## src/rtl/mac_ext_pkg.sv

```systemverilog
package mac_ext_pkg;

  typedef enum logic [1:0] {
    OP_NONE = 2'd0,
    OP_TST  = 2'd1,
    OP_RD   = 2'd2,
    OP_SHR  = 2'd3
  } mac_op_e;

  typedef struct packed {
    logic mac;
    logic tst;
    logic rd;
    logic shr;
  } mac_strobe_t;

endpackage

```

## src/rtl/mac_ext_decode.sv

```systemverilog
module mac_ext_decode
  import mac_ext_pkg::*;
(
  input  logic        op_valid,
  input  logic [1:0]  op_code,
  input  logic        mode_on,
  output mac_strobe_t st
);

  always_comb begin
    st = '0;
    if (op_valid) begin
      unique case (mac_op_e'(op_code))
        OP_TST:  begin
          st.mac = mode_on;
          st.tst = !mode_on;
        end
        OP_RD:   st.rd  = 1'b1;
        OP_SHR:  st.shr = 1'b1;
        default: st     = '0;
      endcase
    end
  end

endmodule

```

## src/rtl/mac_ext_flags.sv

```systemverilog
module mac_ext_flags #(
  parameter int DATA_W = 32
) (
  input  logic [DATA_W-1:0] a,
  input  logic [DATA_W-1:0] b,
  output logic              neg,
  output logic              zero
);

  function automatic logic [1:0] test_flags(input logic [DATA_W-1:0] x,
                                            input logic [DATA_W-1:0] y);
    logic [DATA_W-1:0] m;
    m = x & y;
    return {m[DATA_W-1], (m == '0)};
  endfunction

  logic [1:0] nz;
  assign nz   = test_flags(a, b);
  assign neg  = nz[1];
  assign zero = nz[0];

endmodule

```

## src/rtl/mac_ext_acc.sv

```systemverilog
module mac_ext_acc #(
  parameter int DATA_W    = 32,
  parameter int ACC_WORDS = 3,
  parameter int SEL_W     = 2
) (
  input  logic              clk,
  input  logic              rst,
  input  logic              mac_en,
  input  logic              shr_en,
  input  logic [DATA_W-1:0] a,
  input  logic [DATA_W-1:0] b,
  input  logic [SEL_W-1:0]  rd_sel,
  output logic [DATA_W-1:0] rd_word,
  output logic [DATA_W-1:0] low_word
);

  localparam int ACC_W  = ACC_WORDS * DATA_W;
  localparam int PROD_W = 2 * DATA_W;

  function automatic logic [ACC_W-1:0] mac_sum(input logic [ACC_W-1:0]  acc,
                                               input logic [DATA_W-1:0] x,
                                               input logic [DATA_W-1:0] y);
    logic [PROD_W-1:0] p;
    p = PROD_W'(x) * PROD_W'(y);
    return acc + ACC_W'(p);
  endfunction

  function automatic logic [ACC_W-1:0] word_shift(input logic [ACC_W-1:0] acc);
    return {{DATA_W{1'b0}}, acc[ACC_W-1:DATA_W]};
  endfunction

  logic [ACC_W-1:0] acc_flat;
  logic [ACC_W-1:0] acc_next;

  always_comb begin
    acc_next = acc_flat;
    if (mac_en)      acc_next = mac_sum(acc_flat, a, b);
    else if (shr_en) acc_next = word_shift(acc_flat);
  end

  for (genvar w = 0; w < ACC_WORDS; w++) begin : g_word
    logic [DATA_W-1:0] q;
    always_ff @(posedge clk) begin
      if (rst) q <= '0;
      else     q <= acc_next[w*DATA_W +: DATA_W];
    end
    assign acc_flat[w*DATA_W +: DATA_W] = q;
  end

  always_comb begin
    rd_word = '0;
    for (int i = 0; i < ACC_WORDS; i++)
      if (rd_sel == SEL_W'(i)) rd_word = acc_flat[i*DATA_W +: DATA_W];
  end

  assign low_word = acc_flat[DATA_W-1:0];

  AST_ACC_RESET: assert property (@(posedge clk)
    $past(rst) |-> acc_flat == '0);

  AST_MAC_SUM: assert property (@(posedge clk) disable iff (rst)
    mac_en |=> acc_flat == $past(acc_flat) + ACC_W'($past(a) * $past(b)));

  AST_SHR_TOP_ZERO: assert property (@(posedge clk) disable iff (rst)
    shr_en && !mac_en |=> acc_flat[ACC_W-1 -: DATA_W] == '0);

  AST_ACC_HOLD: assert property (@(posedge clk) disable iff (rst)
    !mac_en && !shr_en |=> $stable(acc_flat));

endmodule

```

## src/rtl/mac_ext_unit.sv

```systemverilog
module mac_ext_unit
  import mac_ext_pkg::*;
#(
  parameter int DATA_W    = 32,
  parameter int ACC_WORDS = 3,
  parameter int SEL_W     = (ACC_WORDS > 2) ? $clog2(ACC_WORDS + 1) : 1
) (
  input  logic              clk,
  input  logic              rst,
  input  logic              op_valid,
  input  logic [1:0]        op_code,
  input  logic [DATA_W-1:0] op_a,
  input  logic [DATA_W-1:0] op_b,
  input  logic [SEL_W-1:0]  rd_sel,
  input  logic              ctl_we,
  input  logic              ctl_wdata,
  output logic [DATA_W-1:0] res_data,
  output logic              res_we,
  output logic              flags_we,
  output logic              flag_n,
  output logic              flag_z,
  output logic              mode_on
);

  logic              mode_q;
  mac_strobe_t       st;
  logic [DATA_W-1:0] rd_word;
  logic [DATA_W-1:0] low_word;

  always_ff @(posedge clk) begin
    if (rst)         mode_q <= 1'b0;
    else if (ctl_we) mode_q <= ctl_wdata;
  end
  assign mode_on = mode_q;

  mac_ext_decode u_dec (
    .op_valid (op_valid),
    .op_code  (op_code),
    .mode_on  (mode_q),
    .st       (st)
  );

  mac_ext_flags #(.DATA_W(DATA_W)) u_flags (
    .a    (op_a),
    .b    (op_b),
    .neg  (flag_n),
    .zero (flag_z)
  );

  mac_ext_acc #(.DATA_W(DATA_W), .ACC_WORDS(ACC_WORDS), .SEL_W(SEL_W)) u_acc (
    .clk      (clk),
    .rst      (rst),
    .mac_en   (st.mac),
    .shr_en   (st.shr),
    .a        (op_a),
    .b        (op_b),
    .rd_sel   (rd_sel),
    .rd_word  (rd_word),
    .low_word (low_word)
  );

  always_comb begin
    res_data = '0;
    if (st.rd)       res_data = rd_word;
    else if (st.shr) res_data = low_word;
  end
  assign res_we   = st.rd | st.shr;
  assign flags_we = st.tst;

  AST_MODE_RESET: assert property (@(posedge clk)
    $past(rst) |-> !mode_on);

  AST_MODE_LOAD: assert property (@(posedge clk) disable iff (rst)
    ctl_we |=> mode_on == $past(ctl_wdata));

  AST_MODE_HOLD: assert property (@(posedge clk) disable iff (rst)
    !ctl_we |=> $stable(mode_on));

  AST_MAC_NO_FLAGS: assert property (@(posedge clk) disable iff (rst)
    op_valid && op_code == 2'd1 && mode_on |-> !flags_we && !res_we);

  AST_IDLE_QUIET: assert property (@(posedge clk) disable iff (rst)
    !op_valid |-> !flags_we && !res_we);

  AST_ONE_STROBE: assert property (@(posedge clk) disable iff (rst)
    $onehot0({st.mac, st.tst, st.rd, st.shr}));

endmodule

```

## config.mk

```make
export PLATFORM = sky130hd
export DESIGN_NAME = mac_ext_unit
export DESIGN_NICKNAME = d
export VERILOG_FILES = /design/src/rtl/mac_ext_pkg.sv /design/src/rtl/mac_ext_decode.sv /design/src/rtl/mac_ext_flags.sv /design/src/rtl/mac_ext_acc.sv /design/src/rtl/mac_ext_unit.sv
export SDC_FILE = /design/constraint.sdc
export NUM_CORES = 2
export LEC_CHECK = 0
export ABC_CLOCK_PERIOD_IN_PS = 11350
export BUFFER_PORTS_ARGS = -buffer_cell sky130_fd_sc_hd__buf_2
export CAP_MARGIN = 5
export CORE_MARGIN = 2
export CORE_UTILIZATION = 65
export CTS_BUF_LIST = sky130_fd_sc_hd__clkbuf_16
export DETAILED_ROUTE_END_ITERATION = 6
export PLACE_DENSITY = 0.85
export SLEW_MARGIN = 15
export SYNTH_ARGS = -nofsm -noshare
export SYNTH_HDL_FRONTEND = slang
export SYNTH_HIERARCHICAL = 1
export SYNTH_SLANG_ARGS = --single-unit
```

## constraint.sdc

```tcl
create_clock -name clk -period 11.35 [get_ports clk]
set_input_delay 1.135 -clock clk [delete_from_list [all_inputs] [get_ports clk]]
set_output_delay 1.135 -clock clk [all_outputs]
set_load 0.01 [all_outputs]
```

* Yosys cells after proc, flatten, opt, wreduce, memory -nomap -nowiden *
Index checks and enable logic that the tools add are counted.

storage, ports and cells
  bits in registers = 97
  output and inout port bits = 37
  word-level logic and storage cells = 28

cells by class
  $add $sub $neg = 1
  multipliers = 1
  eq/ne operators = 5
  muxes and demuxes = 11
  bitwise gates (word level) = 2
  reductions and logical operators = 4

operator list
  operator                                              number
  two-way mux 96 bit                                    2
  two-way mux 32 bit                                    5
  adder 96 x 64 -> 96 bit                               1
  multiplier 32 x 32 -> 64 bit                          1
  AND 32 bit                                            1
  zero test 32 bit                                      1
  equality test 2 bit (second input constant)           3
  equality test 2 x 1 -> 1 bit (second input constant)  2
  two-way mux 4 bit                                     1
  zero test 2 bit                                       1
  two-way mux 1 bit                                     2
  two-way mux 2 bit                                     1
  nonzero test 2 bit                                    1
  zero test 1 bit                                       1
  OR 1 bit                                              1

* Logic depth before layout (Yosys ltp) *
  word-level depth = 5
  depth in mapped cells = 30
  mapped depth without buffers = 28

* Hierarchy *
Netlist, hierarchy kept.

by module, submodules not included
  module          instances  cells each  area each (µm²)  sequential area each (µm²)
  mac_ext_acc     1          4650        40467.6          1921.8
  mac_ext_unit    1          48          401.6            20.0
  mac_ext_flags   1          21          187.7            0.0
  mac_ext_decode  1          4           40.0             0.0

* Worst setup path before layout *
Ideal clock, no wire load.

  path kind = input to register
  start = input op_b[0]
  end = register u_acc.g_word[2].q[13]
  library setup time = 74 ps
  arrival time = 8126 ps
  data required time = 11276 ps
  slack = 3150 ps
  cell stages on the path = 29
  path buffers = 2
  cells stage by stage = clkbuf_1 -> nand2_1 -> fa_1 -> fa_1 -> inv_1 -> fa_1 -> inv_1 -> fa_1 -> inv_1 -> fa_1 -> inv_1 -> fa_1 -> inv_1 -> fa_1 -> inv_1 -> fa_1 -> inv_1 -> ha_1 -> clkbuf_1 -> nand4_1 -> nor4_1 -> a22o_1 -> a311o_2 -> o2111ai_2 -> nand2_1 -> o311a_1 -> nor2_4 -> o211ai_1 -> a31oi_1

between the ends
  cells in the longest elaborated chain, start to end = 3

RTL lines
  what                          line                text
  start: declaration            mac_ext_unit.sv:13  input logic [DATA_W-1:0] op_b,
  multiplier 32 x 32 -> 64 bit  mac_ext_acc.sv:24   p = PROD_W'(x) * PROD_W'(y);
  adder 96 x 64 -> 96 bit       mac_ext_acc.sv:25   return acc + ACC_W'(p);
  two-way mux 96 bit            mac_ext_acc.sv:37   if (mac_en) acc_next = mac_sum(acc_flat, a, b);
  end signal: assignment        mac_ext_acc.sv:45   else q <= acc_next[w*DATA_W +: DATA_W];
  end: declaration              mac_ext_acc.sv:42   logic [DATA_W-1:0] q;

No other way between the ends.
A chain may end at the register's enable or synchronous reset.

* Worst setup path in the final report *
  start = input op_a[22]
  end = register u_acc.g_word[2].q[13]

between the ends
  cells in the longest elaborated chain, start to end = 3

RTL lines
  what                          line                text
  start: declaration            mac_ext_unit.sv:12  input logic [DATA_W-1:0] op_a,
  multiplier 32 x 32 -> 64 bit  mac_ext_acc.sv:24
  adder 96 x 64 -> 96 bit       mac_ext_acc.sv:25
  two-way mux 96 bit            mac_ext_acc.sv:37

No other way between the ends.

==> flow_summary_export.csv <==
group,metric,value,unit
run_status,outcome,"complete, but fails checks",
run_status,violations,"design-rule violations",
floorplan,ios,110,
timing,worst_pin_slew,922.6,ps
worst_setup_path,slowest_delay,610,ps
worst_hold_path,hold_path_class,"flip-flop to flip-flop",
worst_hold_path,holdCritStartpoint,"mode_on",
floorplan,die_w,255.4,um
cts,insertion_delay,350,ps
global_routing,grt_usage,36.23,%
worst_setup_path,critPathLaunchType,"primary input",
cells_and_area,drive_above_1_share,3.834,%
cts,cts_tree,"yes",
global_routing,grt_pass1_vias,34760,
timing,fmax,111.4,MHz
cells_and_area,multi_input_area,0.03400,mm2
timing,hold_viol,0,
floorplan,dieArea,0.06525,mm2
worst_setup_path,critPathArrivalTime,9250,ps
worst_setup_path,path_class,"primary input to flip-flop",
cts,ctsHoldBuffers,0,
worst_setup_path,crit_family,"adder cells",
synth,syn-cell-area,0.04110,mm2
synth,synthFlopType,"dfxtp_1",
timing,fin_crit,8973,ps
timing,fin_setup_tns,0,ps
synth,synth_warnings,6,
cts,cts_resized,0,
cells_and_area,mostFrequentLayoutCells,"inv_1 (1073), fa_1 (962), nand2_1 (720), and2_1 (455), ha_1 (259)",
cells_and_area,final_nets,5854,
placed_design,dp_hpwl,90620,um
cells_and_area,design_area,0.04197,mm2
placed_design,gp_congestion,0.9692,
cts,clock_path_buffers,2,
synth,synth_edf_count,0,
floorplan,rows,92,
synth,synthCells,4723,
cts,clkTransAtPathRegs,70,ps
worst_setup_path,cp_max_fo,33,
global_routing,grt_pass1_wl,186100,um
synth,synth_fp_nets,6017,
floorplan,initial_core_util,65.51,%
worst_setup_path,cp_common_cell,"fa_1",
worst_setup_path,ff2ff_path_depth,24,
worst_setup_path,r2r_setup_slack,3460,ps
placed_design,numPortBuffers,109,
cts,cts_made_buffers,9,
global_routing,antenna_found_initial,6,
cts,post_cts_buffers,0,
detailed_routing,vias_per_cell,6.060,
timing,fin_crit_sh,79.06,%
worst_hold_path,whs_path_depth,2,
worst_setup_path,worstPathRequired,11630,ps
cts,cts_sinks,97,
cells_and_area,syn_to_final_growth,2.134,%
synth,synth.ff_latch_count,97,
cts,h-tree-depth,3,
worst_setup_path,slowest_stage,"buf_2",
worst_setup_path,r2r_end,"u_acc/g_word[2].q[31]",
cts,cts-root-buf,"clkbuf_16",
placed_design,place_area,0.04162,mm2
detailed_routing,firstDrtPassIters,7,
cells_and_area,mostFrequentLayoutCell,"inv_1",
timing,maxSlewHeadroom,38.49,%
cells_and_area,fillers,4747,
synth,synth.avg_cell_area,8.701,um2
detailed_routing,drc,17,
timing,rsz0062_at_grt,"no",
global_routing,grt-ovfl-total,0,
detailed_routing,vias,32830,
detailed_routing,drt-total-wl,115800,um
timing,setup_violations,0,
timing,slew_viol_final,0,
detailed_routing,drt_iter0_markers,3473,
global_routing,grt_max_degree,80,
cells_and_area,seqCellArea,0.001942,mm2
floorplan,die_h,255.4,um
timing,timing.hold.ws,537.6,ps
floorplan,coreArea,0.06274,mm2
worst_hold_path,whs_endpoint,"mode_on",
synth,ys_seq_area_share,4.725,%
worst_setup_path,cp_num_buf_inv,6,
timing,finClkSkew,14.94,ps
synth,yosys.cell_types.count,78,
detailed_routing,wl_per_cell,21.38,um
worst_setup_path,cp-end-kind,"flip-flop",
detailed_routing,ant_nets,0,
synth,synth-async-reset-ratio,0,%
run,cap_viol_max_count,0,
worst_setup_path,rr_startpoint,"u_acc/low_word[29]",
## metrics by stage
stage / instances / util [%] / setup slack, ps
floorplan: 4723 / - / 3150
global placement: 5395 / 66.35 / 2186
detailed placement: 5395 / 66.35 / 2064
CTS: 5411 / 66.88 / 2421
global route: 5415 / 66.90 / 1982
finish: 5417 / 66.91 / 2377
## final cells by class
class / count / share of cell area [%]
multi-input combinational: 3262 / 80.99
inverter: 1074 / 9.604
sequential: 97 / 4.626
tap: 846 / 2.522
timing repair buffer: 116 / 1.425
clock buffer: 9 / 0.5366
clock inverter: 7 / 0.2593
antenna: 6 / 0.03577
## worst max-delay path by stage
stage / start / to / slack (ps) / cells past startpoint
6_report: op_a[22] / u_acc/g_word[2].q[13] / 2380 / 26
3_3_place_gp: op_a[18] / u_acc/g_word[2].q[31] / 2190 / 28
3_5_place_dp: op_a[18] / u_acc/g_word[2].q[31] / 2060 / 28
2_1_floorplan: op_b[0] / u_acc/g_word[2].q[13] / 3150 / 29
5_1_grt: op_a[18] / u_acc/g_word[2].q[31] / 1980 / 28
4_1_cts: op_a[18] / u_acc/g_word[2].q[31] / 2420 / 28
## cells in the mapped netlist, types with 16 or more instances
cell type	n	area (um2)
fa_1	962	19260
nor2_1	86	322.8
clkbuf_1	258	968.4
xor2_1	19	166.4
mux2i_1	74	740.7
nand3_1	21	105.1
nor3_1	16	80.08
ha_1	259	3241
and2_1	455	2846
dfxtp_1	97	1942
nand2_1	720	2703
o21bai_1	19	142.6
a21oi_1	122	610.6
xnor2_1	45	394.1
nand4_1	40	250.2
o21ai_0	89	445.4
a211oi_1	54	405.4
a22o_1	36	315.3
inv_1	1074	4031
a21o_1	34	255.2
o211ai_1	16	120.1
o211a_1	17	170.2
## metal layers
| layer | track usage (%) | up-vias | part of all wire (%) | routed length [um] |
|---|---|---|---|---|
| met5 | 0 | - | 0.040 | 46 |
| met3 | 7.173 | 454 | 10 | 12000 |
| li1 | - | 13790 | - | - |
| met1 | 47.21 | 16460 | 37 | 42810 |
| met4 | 18.42 | 6 | 5.8 | 6764 |
| met2 | 58.03 | 2119 | 47 | 54220 |
## sequential cells by signal (all words and copies together) (netlist names)
register,flops
u_acc/g_word.q,64
u_acc/low_word,32
mode_on,1
## worst register-to-register path, cell delays in order, from the launching register on
cell and delay [ps]:
dfxtp_1 390, inv_1 180, fa_1 580, inv_1 70, fa_1 510, fa_1 530, inv_1 70, fa_1 550
inv_1 60, fa_1 480, fa_1 510, fa_1 500, inv_1 60, fa_1 480, inv_1 40, ha_1 420
nand4_1 220, or3_1 420, nand2b_1 150, o31a_1 310, o21ai_2 370, nand3_1 130, o21ai_1 410, nand4_1 180
mux2i_1 150
## kinds of logic (layout without fill, tap and decap cells)
group | Yosys count | count (layout) | synth area share (%)
AOI/OAI and AO/OA | 478 | 478 | 7.888
xor gates and xnor gates | 64 | 64 | 1.364
adders and majority gates | 1221 | 1221 | 54.75
buffers and inverters | 1364 | 1206 | 12.58
DFF | 97 | 97 | 4.725
muxes | 77 | 77 | 1.885
other | 0 | 6 | 0
and+or+nand+nor | 1422 | 1422 | 16.81
Power is not shown: default switching activity piles up to over one toggle a cycle in this logic, so the estimate is an artifact.
